[src/rtl/memctl_opstate_pkg.sv]
package memctl_opstate_pkg;

  typedef enum logic [2:0] {
    ST_INIT    = 3'd0,
    ST_CFG     = 3'd1,
    ST_CFG_REQ = 3'd2,
    ST_ACC     = 3'd3,
    ST_ACC_REQ = 3'd4,
    ST_LP      = 3'd5,
    ST_LP_ENT  = 3'd6,
    ST_LP_EXIT = 3'd7
  } opstate_e;

  localparam logic [2:0] CMD_INIT  = 3'd0;
  localparam logic [2:0] CMD_CFG   = 3'd1;
  localparam logic [2:0] CMD_GO    = 3'd2;
  localparam logic [2:0] CMD_SLEEP = 3'd3;
  localparam logic [2:0] CMD_WAKE  = 3'd4;

  localparam logic [2:0] TRIG_NONE = 3'd0;
  localparam logic [2:0] TRIG_HW   = 3'd1;
  localparam logic [2:0] TRIG_SW   = 3'd2;

  function automatic logic is_req_state(opstate_e s);
    return (s == ST_CFG_REQ) || (s == ST_ACC_REQ) ||
           (s == ST_LP_ENT)  || (s == ST_LP_EXIT);
  endfunction

  // Stable state that a request state lands in
  function automatic opstate_e req_target(opstate_e s);
    case (s)
      ST_CFG_REQ: return ST_CFG;
      ST_ACC_REQ: return ST_ACC;
      ST_LP_ENT:  return ST_LP;
      ST_LP_EXIT: return ST_ACC;
      default:    return s;
    endcase
  endfunction

  function automatic logic [7:0] pack_status(opstate_e s, logic [2:0] trig);
    return {1'b0, trig, 1'b0, s};
  endfunction

endpackage

[src/rtl/opstate_cmd_decode.sv]
module opstate_cmd_decode
  import memctl_opstate_pkg::*;
(
  input  opstate_e   state,
  input  logic [2:0] trig,
  input  logic       cmd_we,
  input  logic [2:0] cmd_code,
  input  logic       hw_lp_en,
  input  logic       hw_lp_req,
  output logic       take,
  output opstate_e   nxt,
  output logic       set_trig,
  output logic [2:0] trig_val
);

  always_comb begin
    take     = 1'b0;
    nxt      = state;
    set_trig = 1'b0;
    trig_val = TRIG_NONE;
    case (state)
      ST_INIT: begin
        if (cmd_we && cmd_code == CMD_CFG) begin
          take = 1'b1;
          nxt  = ST_CFG_REQ;
        end
      end
      ST_CFG: begin
        if (cmd_we && cmd_code == CMD_GO) begin
          take = 1'b1;
          nxt  = ST_ACC_REQ;
        end else if (cmd_we && cmd_code == CMD_INIT) begin
          take = 1'b1;
          nxt  = ST_INIT;
        end
      end
      ST_ACC: begin
        if (cmd_we && cmd_code == CMD_CFG) begin
          take = 1'b1;
          nxt  = ST_CFG_REQ;
        end else if (cmd_we && cmd_code == CMD_SLEEP) begin
          take     = 1'b1;
          nxt      = ST_LP_ENT;
          set_trig = 1'b1;
          trig_val = TRIG_SW;
        end else if (hw_lp_en && hw_lp_req) begin
          take     = 1'b1;
          nxt      = ST_LP_ENT;
          set_trig = 1'b1;
          trig_val = TRIG_HW;
        end
      end
      ST_LP: begin
        if (cmd_we && cmd_code == CMD_WAKE) begin
          take = 1'b1;
          nxt  = ST_LP_EXIT;
        end else if (trig == TRIG_HW && !hw_lp_req) begin
          take = 1'b1;
          nxt  = ST_LP_EXIT;
        end
      end
      default: ;
    endcase
  end

endmodule

[src/rtl/opstate_req_timer.sv]
module opstate_req_timer #(
  parameter int REQ_CYCLES = 3
) (
  input  logic clk,
  input  logic rst_n,
  input  logic load,
  input  logic active,
  output logic done
);

  localparam int CW = (REQ_CYCLES > 1) ? $clog2(REQ_CYCLES) : 1;
  localparam logic [CW-1:0] LOAD_VAL = CW'(REQ_CYCLES - 1);

  logic [CW-1:0] cnt;

  always_ff @(posedge clk or negedge rst_n) begin
    if (!rst_n)                      cnt <= '0;
    else if (load)                   cnt <= LOAD_VAL;
    else if (active && cnt != '0)    cnt <= cnt - 1'b1;
  end

  assign done = active && (cnt == '0);

endmodule

[src/rtl/memctl_opstate.sv]
module memctl_opstate
  import memctl_opstate_pkg::*;
#(
  parameter int REQ_CYCLES = 3
) (
  input  logic       clk,
  input  logic       rst_n,
  input  logic       cmd_we,
  input  logic [2:0] cmd_code,
  input  logic       hw_lp_en,
  input  logic       hw_lp_req,
  output logic [7:0] status
);

  opstate_e   state;
  opstate_e   nxt;
  logic [2:0] trig;
  logic [2:0] trig_val;
  logic       take;
  logic       set_trig;
  logic       in_req;
  logic       tmr_done;
  logic       tmr_load;

  assign in_req   = is_req_state(state);
  assign tmr_load = take && is_req_state(nxt);

  opstate_cmd_decode u_dec (
    .state     (state),
    .trig      (trig),
    .cmd_we    (cmd_we),
    .cmd_code  (cmd_code),
    .hw_lp_en  (hw_lp_en),
    .hw_lp_req (hw_lp_req),
    .take      (take),
    .nxt       (nxt),
    .set_trig  (set_trig),
    .trig_val  (trig_val)
  );

  opstate_req_timer #(.REQ_CYCLES(REQ_CYCLES)) u_tmr (
    .clk    (clk),
    .rst_n  (rst_n),
    .load   (tmr_load),
    .active (in_req),
    .done   (tmr_done)
  );

  always_ff @(posedge clk or negedge rst_n) begin
    if (!rst_n) begin
      state <= ST_INIT;
      trig  <= TRIG_NONE;
    end else begin
      if (in_req && tmr_done) state <= req_target(state);
      else if (take)          state <= nxt;
      if (set_trig)                                trig <= trig_val;
      else if (state == ST_LP_EXIT && tmr_done)    trig <= TRIG_NONE;
    end
  end

  assign status = pack_status(state, trig);

  // a request state holds until its timer expires
  a_r9_req_hold: assert property (@(posedge clk) disable iff (!rst_n)
    (in_req && !tmr_done) |=> (state == $past(state)));

  // an expired request lands in its target
  a_r3_req_lands: assert property (@(posedge clk) disable iff (!rst_n)
    (in_req && tmr_done) |=> (state == req_target($past(state))));

  // a stable state without an accepted command does not move
  a_r9_idle_hold: assert property (@(posedge clk) disable iff (!rst_n)
    (!in_req && !take) |=> $stable(state));

  // a trigger source is shown only around low power
  a_r2_trig_only_lp: assert property (@(posedge clk) disable iff (!rst_n)
    (trig != TRIG_NONE) |-> (state == ST_LP_ENT || state == ST_LP || state == ST_LP_EXIT));

  // access is only ever entered from a request state
  a_r4_access_via_req: assert property (@(posedge clk) disable iff (!rst_n)
    (state == ST_ACC && $past(state) != ST_ACC) |->
      ($past(state) == ST_ACC_REQ || $past(state) == ST_LP_EXIT));

endmodule

[config.mk]
export PLATFORM = sky130hd
export DESIGN_NAME = memctl_opstate
export DESIGN_NICKNAME = d
export VERILOG_FILES = /design/src/rtl/memctl_opstate_pkg.sv /design/src/rtl/opstate_cmd_decode.sv /design/src/rtl/opstate_req_timer.sv /design/src/rtl/memctl_opstate.sv
export SDC_FILE = /design/constraint.sdc
export NUM_CORES = 1
export LEC_CHECK = 0
export CORE_MARGIN = 3
export CORE_UTILIZATION = 40
export DETAILED_ROUTE_END_ITERATION = 8
export HOLD_SLACK_MARGIN = 0.02
export PLACE_DENSITY = 0.7
export SLEW_MARGIN = 20
export SYNTH_ARGS = -nofsm -noshare
export SYNTH_HDL_FRONTEND = slang
export SYNTH_SLANG_ARGS = --single-unit
export TNS_END_PERCENT = 5
[constraint.sdc]
create_clock -name clk -period 1.3 [get_ports clk]
set_input_delay 0.325 -clock clk [delete_from_list [all_inputs] [get_ports clk]]
set_output_delay 0.325 -clock clk [all_outputs]
set_load 0.005 [all_outputs]
==> key figures, run 1 <==
Run status
  – Outcome: finished, violations left
  – Failing checks: negative setup slack

Route
  – DRT antenna net count: 0
  – Routed via count: 562
  – Final wirelength: 1558 um
  – Drt pass-1 iters: 4
  – Drt wl/cell: between 15 and 20 um
  – Iteration-0 DRC Markers: 10
  – Vias per cell: 5.456
  – # DRC: 0

Global route
  – GRT Total Usage: 0.1959
  – Congestion Overflow GR: 0
  – First-pass GRT wire length: 2566 um
  – Initial antenna violation count: 0
  – Vias in the first global route: 583
  – Largest net degree at the start of global routing: 11

Synthesis
  – Top cells by area, synth: dfrtp_1, buf_4, a221oi_4
  – Mapped Cells: 60
  – Syn Area/Cell: 9.155 sq um
  – Register bit count reported by yosys: 7
  – Synth top area share: 0.3189
  – Syn Std Cell Area: 549.3 sq um
  – Synth unique cells: 33
  – Yosys top cell by area: dfrtp_1
  – YS warnings: 0
  – Seq/Total Area, Yosys: 0.3189

Timing
  – Final Hold Viols: 0
  – Fin crit share: 1.226
  – Peak Freq: 627.5 MHz
  – RSZ-0062 raised after global routing: yes
  – Min Tclk post-route: around 1.6 ns
  – Worst Skew: between 0.006 and 0.007 ns
  – Final Max Tran Viols: 0
  – Hold slack: 0.3186 ns
  – Final setup fails: 7
  – Final worst slack: -0.2937 ns

CTS
  – TritonCTS buffer count: 3
  – Clk slew on worst S/H paths: 0.07 ns
  – Clk_lat worst skew: 0.27 ns
  – CTS tree: done
  – Clock buffer depth: 2
  – Hold-fix buffers, CTS: 0
  – # clock sinks: 7
  – H-tree Lvls: 1
  – Clk root buf: clkbuf_4

Final layout
  – Area Growth Syn to Fin: 56.04%
  – Inserted Diodes: 0
  – Fillers: 88
  – Core Util, Final: 0.7135
  – Combined area of the multi-input logic cells: approximately 380 sq um
  – Final instance area: roughly 860 sq um
  – Layout cells sized above 1: 0.3933
  – FF/Latch Area: 176.4 sq um
  – Nets: 99

Pwr
  – Psw: 0.7455 mW
  – Power Density: 2123 mW/mm^2
  – P_int: 1.074 mW
  – Clock Power Share: 0.121
  – Sw Ratio: 0.4098
  – Peak supply drop: 1.111 mV
  – Leak Pwr: 0.3927 nW
  – Sequential Power Share: 0.222
  – Combinational share of power: 0.657

Worst setup path
  – Reg2Reg Setup Slack: -0.29 ns
  – Worst R2R End: u_tmr.cnt[0]$_DFFE_PN0P_
  – Worst setup SP type: flip-flop
  – Reg-to-reg startpoint: state[1]$_DFFE_PN0P_
  – CP Capture Type: flip-flop
  – Crit path DAT: ~1.8 ns
  – Reg2Reg Depth: 5
  – Critical path peak fanout: 4
  – Critical Path RT: 1.45 ns
  – WS Path Type: reg2reg

Placement
  – IO buf count: 12
  – Placer Congestion: 0.8483
  – Final HPWL DP: 1071 um
  – Post-DP Area: 792.0 sq um

Floorplanning
  – I/O Pins: 16
  – Width of the chip: 43.06 um
  – Row cnt: 12
  – Die H: 43.06 um
  – Initial Util: 0.4573
  – Core footprint: 0.001201 sq mm
  – Die footprint: between 0.0015 and 0.002 sq mm

Worst hold path
  – HP Class: in2async

Job
  – Max Cap Viol: 0
state kept, by name, summed over array words and instances, names as in the netlist:
signal,cells
state,3
trig,2
u_tmr.cnt,2
final cells by class:
class	count	area share
multi-input combinational	45	0.4409
clock buffer	3	0.02628
sequential	7	0.2058
clock inverter	1	0.005839
timing repair buffer	28	0.2788
inverter	5	0.02190
tap	14	0.02044
routing by layer:
layer	wire (um)	track usage	vias up
met4	70	0.1807	0
met5	0	0	-
met1	647	0.2188	265
met2	761	0.3054	21
met3	79	0.03814	7
li1	-	-	269
metrics by stage:
stage                     TNS (ns)  worst slack [ns]  std cells  total power, mW
final                       -1.509           -0.2937        103            1.819
after global routing        -1.787           -0.3350        103            1.953
after CTS                   -1.643           -0.3117        103            1.747
after detailed placement    -3.756           -0.5976         97            1.478
after global placement      -3.514           -0.5502         97            1.463
after floorplan            -0.3942           -0.1053         62           0.9805
how the worst max path moves through the flow:
stage | startpoint | end | depth (start not counted)
finish | state[1]$_DFFE_PN0P_ | u_tmr.cnt[0]$_DFFE_PN0P_ | 5
global route | state[1]$_DFFE_PN0P_ | state[2]$_DFFE_PN0P_ | 5
CTS | state[1]$_DFFE_PN0P_ | state[2]$_DFFE_PN0P_ | 5
detailed placement | cmd_code[1] | state[2]$_DFFE_PN0P_ | 5
global placement | cmd_code[1] | u_tmr.cnt[0]$_DFFE_PN0P_ | 5
floorplan | state[0]$_DFFE_PN0P_ | u_tmr.cnt[0]$_DFFE_PN0P_ | 4
worst max-delay path, stage by stage (launching register included):
cell and delay (ns):
dfrtp_1 0.40, buf_6 0.13, or3_4 0.37, a221oi_4 0.37
a211oi_2 0.08, a21boi_1 0.14
cell families (layout without fill, tap and decap cells):
logic type	count (synthesis)	count (layout)	synth area share
xor+xnor	1	1	0.01595
buf+inv	10	37	0.09795
compound gates	18	18	0.2642
simple gates	22	22	0.2734
fa+ha+maj	1	1	0.02278
other cells	1	3	0.006827
flops	7	7	0.3189
cells in the mapped netlist (all sizes together):
cell / n
a2111oi: 1
a211oi: 3
a21bo: 1
a21boi: 1
a21oi: 5
a221oi: 1
and2: 1
buf: 5
conb: 1
dfrtp: 7
ha: 1
inv: 5
nand2: 2
nand2b: 1
nand3: 2
nand3b: 1
nand4: 1
nand4bb: 1
nor2b: 3
nor3: 2
nor4: 2
o21ai: 3
o21bai: 2
o2bb2ai: 1
or2b: 1
or3: 3
or3b: 1
or4: 1
xor2: 1
layout by cell type, fill, tap and decap left out, types with 2 or more instances in the layout:
| master | netlist | layout |
|---|---|---|
| buf_4 | 4 | 13 |
| clkdlybuf4s50_1 | 0 | 6 |
| dfrtp_1 | 7 | 6 |
| inv_1 | 5 | 5 |
| a21oi_1 | 5 | 4 |
| clkbuf_2 | 0 | 4 |
| nor2b_1 | 3 | 3 |
| o21ai_0 | 3 | 3 |
| conb_1 | 1 | 3 |
| clkbuf_4 | 0 | 3 |
| nand2_1 | 2 | 2 |
| or3_1 | 2 | 2 |
| nand3_1 | 2 | 2 |
| o21bai_1 | 2 | 2 |
| buf_6 | 0 | 2 |
what timing repair did:
| item | in CTS | in global routing |
|---|---|---|
| pin swaps | 2 | 5 |
| gates resized for setup | 14 | 10 |
| endpoints found under the setup margin | 12 | 12 |
| buffers inserted | 2 | 0 |
power groups by stage:
stage	Sequential (mW)	Combinational (mW)	Clock [mW]
floorplan	0.421	0.559	0
global placement	0.418	1.05	0
detailed placement	0.412	1.07	0
CTS	0.400	1.13	0.220
global route	0.414	1.30	0.239
finish	0.404	1.20	0.220
Note: power is estimated with default switching activity, not from simulation.
==> run 2: changes to the inputs <==
--- a/config.mk
+++ b/config.mk
@@ -5,11 +5,12 @@
 export SDC_FILE = /design/constraint.sdc
 export NUM_CORES = 1
 export LEC_CHECK = 0
-export CORE_MARGIN = 3
-export CORE_UTILIZATION = 40
+export CORE_AREA = 3 3 40 42
 export DETAILED_ROUTE_END_ITERATION = 8
+export DIE_AREA = 0 0 43 45
 export HOLD_SLACK_MARGIN = 0.02
-export PLACE_DENSITY = 0.7
+export PLACE_DENSITY = 0.69
+export SKIP_CTS_REPAIR_TIMING = 1
 export SLEW_MARGIN = 20
 export SYNTH_ARGS = -nofsm -noshare
 export SYNTH_HDL_FRONTEND = slang
==> constraint.sdc (replaced) <==
create_clock -name clk -period 2.1 [get_ports clk]
set_input_delay 0.525 -clock clk [delete_from_list [all_inputs] [get_ports clk]]
set_output_delay 0.525 -clock clk [all_outputs]
set_load 0.005 [all_outputs]
==> run 2 against run 1 <==
Effect of this change:
- the flow now finishes without violations
- core utilization down 16 points
- final area down 17%
- critical path depth down 4
- critical endpoint is now status[1]
- largest power group unchanged
- highest routed layer is now met3
==> key figures, run 2 (synthesis results as in run 1) <==
Worst setup path
  – WS Path Type: reg2out
  – Slowest cell on crit path: clkdlybuf4s50_1
  – Reg2Reg Depth: 4
  – Worst R2R End: u_tmr.cnt[0]$_DFFE_PN0P_
  – Crit path largest cell delay: about 0.57 ns
  – Worst-path cell chain: clkdlybuf4s50_1
  – Top Family by Delay on Critical Path: buffers and inverters
  – CP Capture Type: output pin
  – Buf+Inv Stages, Crit Path: 1
  – Critical Path RT: about 1.6 ns
  – Reg-to-reg startpoint: state[1]$_DFFE_PN0P_
  – Crit path DAT: 1.38 ns
  – Reg2Reg Setup Slack: 0.45 ns
  – Worst setup SP type: flip-flop
  – Critical path peak fanout: 12

Floorplanning
  – Row cnt: 13
  – Core footprint: ~0.0013 sq mm
  – I/O Pins: 16
  – Die H: 45 um
  – Die footprint: 0.001935 sq mm
  – Initial Util: 0.4275
  – Width of the chip: about 43 um

Placement
  – Final HPWL DP: between 900 and 1000 um
  – Post-place setup slack: -0.02575 ns
  – Cell count after placement: 87
  – Placer Congestion: 0.8879
  – IO buf count: 12
  – Post-DP Area: 683.2 sq um

Pwr
  – Psw: 0.3600 mW
  – Power Density: roughly 1200 mW/mm^2
  – Tot Pwr: about 0.88 mW
  – Sw Ratio: 0.4082
  – Combinational share of power: 0.533
  – Sequential Power Share: 0.331
  – Leak Pwr: 0.3115 nW
  – Clock Power Share: 0.136
  – P_int: 0.5219 mW
  – Peak supply drop: about 0.49 mV

Final layout
  – Inserted Diodes: 0
  – Reg with most FFs: state
  – Area Growth Syn to Fin: 29.16%
  – Layout Cells excl Fill: 91
  – Combined area of the multi-input logic cells: roughly 330 sq um
  – Regs by FF count: state x3, trig x2, u_tmr.cnt x2
  – Fillers: 123
  – Max reg flops: 3
  – Core Util, Final: 0.5521
  – Nets: 86
  – Final instance area: 709.4 sq um
  – Layout cells sized above 1: 0.1316
  – Commonest non-fill, non-tap cell in the layout: clkdlybuf4s50_1
  – FF/Latch Area: about 180 sq um
  – Most frequent cells in the layout: clkdlybuf4s50_1, dfrtp_1, inv_1, a21oi_1

Timing
  – Final setup fails: 0
  – Final worst slack: a little under 0.2 ns
  – Fin crit share: 0.9060
  – Final Hold Viols: 0
  – Final Max Tran Viols: 0
  – Worst Skew: 0.003602 ns
  – RSZ-0062 raised after global routing: no
  – Peak Freq: 525.6 MHz
  – Min Tclk post-route: roughly 1.9 ns

CTS
  – # clock sinks: 7
  – TritonCTS buffer count: 3
  – CTS tree: done
  – Clk root buf: clkbuf_4
  – Clock buffer depth: 2
  – Clk_lat worst skew: between 0.2 and 0.3 ns
  – Clk slew on worst S/H paths: 0.05 ns
  – H-tree Lvls: 1

Worst hold path
  – HP Class: reg2reg
  – Worst Hold Depth: 1
  – Hold_sp: trig[1]$_DFFE_PN0P_
  – Hold endpoint: trig[1]$_DFFE_PN0P_

Route
  – Iteration-0 DRC Markers: 2
  – # DRC: 0
  – Vias per cell: around 5.4
  – DRT antenna net count: 0
  – Drt wl/cell: 13.55 um
  – Drt pass-1 iters: 4
  – Final wirelength: between 1000 and 1500 um
  – Routed via count: ~490

Job
  – Max Cap Viol: 0

Global route
  – First-pass GRT wire length: 2201 um
  – GRT Total Usage: 0.1559
  – Congestion Overflow GR: 0
  – Initial antenna violation count: 0
  – Vias in the first global route: 504
  – Largest net degree at the start of global routing: 13

Run status
  – Outcome: finished, final reports clean
[run 2: cell types whose count changed in the layout (fill, tap and decap cells not counted), sizes merged]
| cell | before | now |
|---|---|---|
| clkbuf | 7 | 4 |
| clkdlybuf4s50 | 6 | 12 |
| buf | 16 | 3 |
| clkinv | 1 | 0 |
| clkdlybuf4s15 | 1 | 0 |
| dlygate4sd2 | 1 | 0 |
[run 2: per-stage QoR]
step                TNS (ns)  hold slack (ns)
floorplan                  0           0.2294
global placement           0           0.4898
detailed placement  -0.02575           0.5409
CTS                        0           0.5292
global route               0           0.5591
finish                     0           0.5349
[run 2: how the worst max path moves through the flow]
stage,from,end,slack (ns),cells after the start
final,state[1]$_DFFE_PN0P_,status[1],0.20,1
after global routing,state[1]$_DFFE_PN0P_,status[1],0.13,1
after CTS,state[1]$_DFFE_PN0P_,status[1],0.18,1
after detailed placement,cmd_code[1],u_tmr.cnt[0]$_DFFE_PN0P_,-0.03,5
after global placement,cmd_code[1],u_tmr.cnt[0]$_DFFE_PN0P_,0.002,5
after floorplan,cmd_code[1],u_tmr.cnt[0]$_DFFE_PN0P_,0.53,4
[run 2: power by group through the flow]
stage	registers (mW)	clock network, mW	logic (mW)
after floorplan	0.257	0	0.330
after global placement	0.290	0	0.465
after detailed placement	0.292	0	0.475
after CTS	0.294	0.126	0.472
after global routing	0.308	0.131	0.531
final	0.292	0.120	0.470
[run 2: cell type report]
cell class,count,share of cell area
clock buffers,4,0.03704
inverters,5,0.02646
multi-input cells,45,0.4621
flip-flops and latches,7,0.2469
well taps,15,0.02646
repair buffers,15,0.2011
[run 2: routing by layer]
layer,wire length (um),share of wire,vias to the layer above,global-route usage
met5,0,0,-,0
met4,0,0,0,0.1145
met3,36,0.029,0,0.03187
met2,619,0.50,12,0.2395
met1,577,0.47,231,0.1941
li1,-,-,245,-
